--- config.mk ---
export PLATFORM = sky130hd
export DESIGN_NAME = vclk_branch_gate
export DESIGN_NICKNAME = d
export VERILOG_FILES = /design/src/rtl/vcbg_pkg.sv /design/src/rtl/vcbg_regs.sv /design/src/rtl/vcbg_settle.sv /design/src/rtl/vcbg_rdmux.sv /design/src/rtl/vclk_branch_gate.sv
export SDC_FILE = /design/constraint.sdc
export NUM_CORES = 1
export LEC_CHECK = 0
export ABC_AREA = 1
export BUFFER_PORTS_ARGS = -buffer_cell sky130_fd_sc_hd__buf_2
export CAP_MARGIN = 0
export CELL_PAD_IN_SITES_DETAIL_PLACEMENT = 1
export CELL_PAD_IN_SITES_GLOBAL_PLACEMENT = 2
export CORE_ASPECT_RATIO = 0.7
export CORE_UTILIZATION = 25
export CTS_CLUSTER_DIAMETER = 150
export DETAILED_ROUTE_END_ITERATION = 10
export PLACE_DENSITY_LB_ADDON = 0.1
export RECOVER_POWER = 25
export SYNTH_ARGS = -nofsm -noshare
export SYNTH_HDL_FRONTEND = slang
export SYNTH_SLANG_ARGS = --single-unit
--- constraint.sdc ---
create_clock -name clk -period 1.4 [get_ports clk]
set_clock_uncertainty 0.2 [all_clocks]
set_input_delay 0.07 -clock clk [delete_from_list [all_inputs] [get_ports clk]]
set_output_delay 0.07 -clock clk [all_outputs]
set_load 0.01 [all_outputs]
--- src/rtl/vcbg_pkg.sv ---
package vcbg_pkg;
  localparam int unsigned WORD_W   = 32;
  localparam int unsigned EN_BIT   = 0;
  localparam int unsigned FSM_BIT  = 1;
  localparam int unsigned STAT_LSB = 28;

  typedef enum logic [3:0] {
    ST_ON     = 4'h0,
    ST_ON_FSM = 4'h2,
    ST_OFF    = 4'h8
  } stat_e;

  // status nibble reported for a branch
  function automatic stat_e status_code(input logic running, input logic fsm);
    if (!running)  return ST_OFF;
    else if (fsm)  return ST_ON_FSM;
    else           return ST_ON;
  endfunction

  // full control word as read back
  function automatic logic [WORD_W-1:0] ctrl_word(input logic running,
                                                  input logic fsm,
                                                  input logic en);
    logic [WORD_W-1:0] w;
    w = '0;
    w[STAT_LSB +: 4] = status_code(running, fsm);
    w[FSM_BIT]       = fsm;
    w[EN_BIT]        = en;
    return w;
  endfunction

  // width of a counter that counts 0 .. max_lat-1
  function automatic int unsigned cnt_width(input int unsigned a, input int unsigned b);
    int unsigned m;
    m = (a > b) ? a : b;
    return (m > 1) ? $clog2(m) : 1;
  endfunction
endpackage

--- src/rtl/vcbg_regs.sv ---
module vcbg_regs
  import vcbg_pkg::*;
#(
  parameter int unsigned NB     = 4,
  parameter int unsigned NV     = 2,
  parameter int unsigned ADDR_W = 4
) (
  input  logic                     clk,
  input  logic                     rst_n,
  input  logic                     sel,
  input  logic                     we,
  input  logic [ADDR_W-1:0]        addr,
  input  logic [WORD_W-1:0]        wdata,
  output logic [NB-1:0]            en_o,
  output logic [NB-1:0]            fsm_o,
  output logic [NV-1:0][NB-1:0]    votes_o,
  output logic [NB-1:0]            req_o
);
  logic wr;
  assign wr = sel & we;

  always_ff @(posedge clk) begin
    if (!rst_n) begin
      en_o    <= '0;
      fsm_o   <= '0;
      votes_o <= '0;
    end else if (wr) begin
      for (int i = 0; i < NB; i++) begin
        if (addr == ADDR_W'(i)) begin
          en_o[i]  <= wdata[EN_BIT];
          fsm_o[i] <= wdata[FSM_BIT];
        end
      end
      for (int v = 0; v < NV; v++) begin
        if (addr == ADDR_W'(NB + v)) votes_o[v] <= wdata[NB-1:0];
      end
    end
  end

  // effective request: local enable OR any vote
  for (genvar b = 0; b < NB; b++) begin : g_req
    logic any_vote;
    always_comb begin
      any_vote = 1'b0;
      for (int v = 0; v < NV; v++) any_vote = any_vote | votes_o[v][b];
    end
    assign req_o[b] = en_o[b] | any_vote;
  end
endmodule

--- src/rtl/vcbg_settle.sv ---
module vcbg_settle
  import vcbg_pkg::*;
#(
  parameter int unsigned ON_LAT  = 4,
  parameter int unsigned OFF_LAT = 2
) (
  input  logic clk,
  input  logic rst_n,
  input  logic req,
  output logic run,
  output logic start_evt,
  output logic stop_evt
);
  localparam int unsigned CNT_W = cnt_width(ON_LAT, OFF_LAT);
  localparam logic [CNT_W-1:0] ON_LIM  = CNT_W'(ON_LAT - 1);
  localparam logic [CNT_W-1:0] OFF_LIM = CNT_W'(OFF_LAT - 1);

  logic [CNT_W-1:0] cnt;
  logic [CNT_W-1:0] lim;
  logic             differ;
  logic             expire;

  assign lim       = run ? OFF_LIM : ON_LIM;
  assign differ    = req ^ run;
  assign expire    = differ && (cnt == lim);
  assign start_evt = expire & req;
  assign stop_evt  = expire & ~req;

  always_ff @(posedge clk) begin
    if (!rst_n) begin
      cnt <= '0;
      run <= 1'b0;
    end else if (!differ) begin
      cnt <= '0;
    end else if (expire) begin
      cnt <= '0;
      run <= req;
    end else begin
      cnt <= cnt + 1'b1;
    end
  end
endmodule

--- src/rtl/vcbg_rdmux.sv ---
module vcbg_rdmux
  import vcbg_pkg::*;
#(
  parameter int unsigned NB     = 4,
  parameter int unsigned NV     = 2,
  parameter int unsigned ADDR_W = 4
) (
  input  logic                  clk,
  input  logic                  rst_n,
  input  logic                  sel,
  input  logic                  we,
  input  logic [ADDR_W-1:0]     addr,
  input  logic [NB-1:0]         en,
  input  logic [NB-1:0]         fsm,
  input  logic [NV-1:0][NB-1:0] votes,
  input  logic [NB-1:0]         run,
  output logic [WORD_W-1:0]     rdata_o,
  output logic                  rd_ctrl_o,
  output logic                  rd_unmapped_o
);
  logic [WORD_W-1:0] nxt;
  logic              is_ctrl;
  logic              is_vote;
  logic              rd;

  assign rd = sel & ~we;

  always_comb begin
    nxt     = '0;
    is_ctrl = 1'b0;
    is_vote = 1'b0;
    for (int i = 0; i < NB; i++) begin
      if (addr == ADDR_W'(i)) begin
        nxt     = ctrl_word(run[i], fsm[i], en[i]);
        is_ctrl = 1'b1;
      end
    end
    for (int v = 0; v < NV; v++) begin
      if (addr == ADDR_W'(NB + v)) begin
        nxt     = WORD_W'(votes[v]);
        is_vote = 1'b1;
      end
    end
  end

  always_ff @(posedge clk) begin
    if (!rst_n) begin
      rdata_o       <= '0;
      rd_ctrl_o     <= 1'b0;
      rd_unmapped_o <= 1'b0;
    end else begin
      rd_ctrl_o     <= rd & is_ctrl;
      rd_unmapped_o <= rd & ~is_ctrl & ~is_vote;
      if (rd) rdata_o <= nxt;
    end
  end
endmodule

--- src/rtl/vclk_branch_gate.sv ---
module vclk_branch_gate
  import vcbg_pkg::*;
#(
  parameter int unsigned NUM_BRANCH = 4,
  parameter int unsigned NUM_VOTERS = 2,
  parameter int unsigned ON_LAT     = 4,
  parameter int unsigned OFF_LAT    = 2,
  parameter int unsigned ADDR_W     = 4
) (
  input  logic                  clk,
  input  logic                  rst_n,
  input  logic                  bus_sel,
  input  logic                  bus_we,
  input  logic [ADDR_W-1:0]     bus_addr,
  input  logic [31:0]           bus_wdata,
  output logic [31:0]           bus_rdata,
  output logic [NUM_BRANCH-1:0] clk_en_o
);
  logic [NUM_BRANCH-1:0]                 en_vec;
  logic [NUM_BRANCH-1:0]                 fsm_vec;
  logic [NUM_VOTERS-1:0][NUM_BRANCH-1:0] vote_vec;
  logic [NUM_BRANCH-1:0]                 req_vec;
  logic [NUM_BRANCH-1:0]                 run_vec;
  logic [NUM_BRANCH-1:0]                 start_evt;
  logic [NUM_BRANCH-1:0]                 stop_evt;
  logic                                  rd_ctrl_q;
  logic                                  rd_unmapped_q;

  vcbg_regs #(.NB(NUM_BRANCH), .NV(NUM_VOTERS), .ADDR_W(ADDR_W)) u_regs (
    .clk(clk), .rst_n(rst_n), .sel(bus_sel), .we(bus_we), .addr(bus_addr),
    .wdata(bus_wdata), .en_o(en_vec), .fsm_o(fsm_vec), .votes_o(vote_vec),
    .req_o(req_vec)
  );

  for (genvar b = 0; b < NUM_BRANCH; b++) begin : g_branch
    vcbg_settle #(.ON_LAT(ON_LAT), .OFF_LAT(OFF_LAT)) u_settle (
      .clk(clk), .rst_n(rst_n), .req(req_vec[b]), .run(run_vec[b]),
      .start_evt(start_evt[b]), .stop_evt(stop_evt[b])
    );
  end

  vcbg_rdmux #(.NB(NUM_BRANCH), .NV(NUM_VOTERS), .ADDR_W(ADDR_W)) u_rdmux (
    .clk(clk), .rst_n(rst_n), .sel(bus_sel), .we(bus_we), .addr(bus_addr),
    .en(en_vec), .fsm(fsm_vec), .votes(vote_vec), .run(run_vec),
    .rdata_o(bus_rdata), .rd_ctrl_o(rd_ctrl_q), .rd_unmapped_o(rd_unmapped_q)
  );

  assign clk_en_o = req_vec;
endmodule

==> results.md <==
* Most frequent cells in the layout: nand2_1, inv_1, dfxtp_1, conb_1, a21oi_1
* GR Util All Layers at between 10% and 20%
* Unique masters post-synth at 22
* Routed vias/inst at about 4.3
* Wire length on met1 at 2915 um
* Final setup violation count at 0
* Final Core Density at 32.68%
* Comb power frac at about 12%
* Worst Path Max Fanout at 3
* Combinational family with the most area after synthesis: simple AND/OR/NAND/NOR gates
* Number of DRC markers in iteration 0 at 70
* Peak VDD IR at around 0.26 mV
* Initial antenna violation count at 0
* Fin. Hold Viols at 3
* Power share of the sequential group at roughly half
* FP Rows at 25
* Yosys reg bits at 34
* Placed Cells at 397
* Antenna diodes at 0
* Fin crit share at 94.67%
* CTS buffer count at 5
* Largest net degree at the start of global routing at 14
* Multiplexer area fraction after synthesis at 0%
* Worst-skew pair later-pin latency at just under 0.3 ns
* GRT overflow at 0
* Final-layout fill cell count at about 930
* Sequential fraction of the synthesis area at between 30% and 40%
* Die Wd at 105.0 um
* Critical path arrival at 1.06 ns
* Fin area at 2280 um2
* Syn Inst Count at 268
* Finished Layout Cells at 410
* Max Cap Viol at 0
* Crit Path Class: reg -> out
* Compound-cell area share of the yosys netlist at ~16%
* ANT nets after route at 0
* CTS root buf: clkbuf_8
* Pleak at about 0.0011 uW
* Tmin final at roughly 1.3 ns
* Hold WS at -0.06336 ns
* Synth Area in XOR/XNOR at around 1.4%
* Adder-Cell Fraction of Synth Area at 0%
* Int Pwr at approximately 1400 uW
* Failing checks: negative hold slack
* Outcome: complete, but fails checks
* Routed wl met3 at around 140 um
* CTS tree: yes
* Number of global-route vias before repair at between 1500 and 2000
* CTS H-Tree Depth at 2
* DPL Wire Length at 3956 um
* Layout cells sized above 1 at a little over a fifth
* Vias at 1754
* RSZ-0062 raised after global routing: true
* Worst-path clk slew at about 0.07 ns
* Clock Tree Buf Depth at 2
* Total length of routed wires at between 5000 and 6000 um
* Synth Area in Simple Gates at between 20% and 30%
* Drt drc at 0
* Tightest Hold Check Type: in -> reg
* Worst setup SP type: flip-flop
* Die area at 7781 um2
* Leading cell type in the layout, fill and taps excluded: nand2_1
* # nets final at around 360
* Setup ws final at 0.07467 ns
* Die Y at 74.11 um
* Initial Util at about a quarter
* Sw frac at between 20% and 30%
* Fmax at 754.5 MHz
* Post-Syn Area at 1857 um2
* First-pass GRT wire length at about 8300 um
* Mean post-synth cell area at 6.928 um2
* GPL Wtd Cong at around 0.77
* Routed length per instance at 12.58 um
* CTS Sinks at 34
* Yosys warns at 0
* Met2 WL at between 2000 and 2500 um
* P&R area growth vs syn at 22.78%
* I/O Pins at 76
* Uppermost layer routed: met4
* Pre-CTS setup slack at -0.01979 ns
* Clk pwr share at between 30 and 40%
* Worst setup EP type: output pin
* Post-place instance area at roughly 2100 um2
* Worst Path Required at between 1 and 1.5 ns
* Fin. max-slew vios at 0
* Net Switching at 516.7 uW
* Core area at about 7000 um2
* Router iterations before antenna repair at 6
* PwrDens at 844.1 nW/um2
* PortBufs at 21
## worst paths after layout
| kind | slack [ns] | to | start | cells after the start |
|---|---|---|---|---|
| setup / recovery | 0.07 | clk_en_o[2] | u_regs.en_o[2] | 4 |
| hold / removal | -0.06 | g_branch[1].u_settle.cnt[1] | rst_n | 3 |
| setup reg to reg | 0.09 | u_rdmux.rdata_o[0] | u_regs.en_o[1] | 7 |
| hold reg to reg | 0.26 | u_rdmux.rdata_o[31] | u_rdmux.rdata_o[31] | 2 |
## stage by stage
| step | TNS [ns] | total power (uW) |
|---|---|---|
| 2_1_floorplan | 0 | 1184 |
| 3_3_place_gp | -0.02369 | 1228 |
| 3_5_place_dp | -0.05522 | 1229 |
| 4_1_cts | 0 | 1957 |
| 5_1_grt | 0 | 2022 |
| 6_report | 0 | 1924 |
## Yosys cell counts
| cell | number | area, um2 |
|---|---|---|
| clkinv_1 | 1 | 3.750 |
| nor2_2 | 1 | 6.260 |
| o21ai_0 | 22 | 110.1 |
| nor3_1 | 4 | 20.02 |
| nor2_4 | 3 | 33.78 |
| o31ai_1 | 3 | 22.52 |
| or3_1 | 1 | 6.260 |
| nand2_1 | 41 | 153.9 |
| xor2_1 | 3 | 26.28 |
| dfxtp_1 | 34 | 680.7 |
| o211ai_1 | 1 | 7.510 |
| o311ai_0 | 3 | 26.28 |
| nor2_1 | 17 | 63.81 |
| nand4_1 | 3 | 18.77 |
| a21oi_1 | 24 | 120.1 |
| clkbuf_1 | 4 | 15.01 |
| buf_4 | 30 | 225.2 |
| nand3_1 | 24 | 120.1 |
| nor4_1 | 1 | 6.260 |
| inv_1 | 45 | 168.9 |
| conb_1 | 1 | 3.750 |
| o221ai_1 | 2 | 17.52 |
## final cells by class
type                       count  area [um2]  share of cell area, %
clock buffer                   7       76.32                  3.348
inverter                      46       172.7                  7.574
multi-input combinational    179       902.1                  39.57
sequential                    34       688.2                  30.19
tap                           94       117.6                  5.159
timing repair buffer          50       322.8                  14.16
## per-layer routing
metal | vias to the layer above | global-route usage (%)
met5 | - | 0
li1 | 907 | -
met1 | 799 | 20.62
met3 | 8 | 2.366
met2 | 40 | 20.46
met4 | 0 | 6.103
## state kept, by name (all words and copies together), names as in the netlist
signal / flops
g_branch.u_settle.cnt: 8
u_regs.votes_o: 8
u_rdmux.rdata_o: 6
g_branch.u_settle.run: 4
u_regs.en_o: 4
u_regs.fsm_o: 4
## repair_timing
item,CTS,global route
resized for setup,2,24
endpoints found under the setup margin,2,9
hold buffers,4,1
cloned,0,0
pin swaps,0,3
endpoints found under the hold margin,19,6
buffers inserted,0,1
## critical path, stage by stage (launching register included)
cell and delay (ns):
dfxtp_1 0.31, inv_1 0.09, nand3_2 0.10, buf_4 0.15, buf_2 0.13
## cell families after synthesis
kind of cell              count (synthesis)
buffers and inverters                    80
and+or+nand+nor                          95
AOI/OAI and AO/OA                        55
xor gates and xnor gates                  3
other                                     1
DFF                                      34
## power by group through the flow
| stage | Clock, uW | Sequential, uW | Combinational (uW) |
|---|---|---|---|
| after floorplan | 0 | 1010 | 174 |
| after global routing | 768 | 988 | 265 |
| after global placement | 0 | 1010 | 219 |
| after detailed placement | 0 | 1010 | 220 |
| final | 701 | 987 | 236 |
| after CTS | 740 | 986 | 230 |
Power figures use the tool's default switching activity.
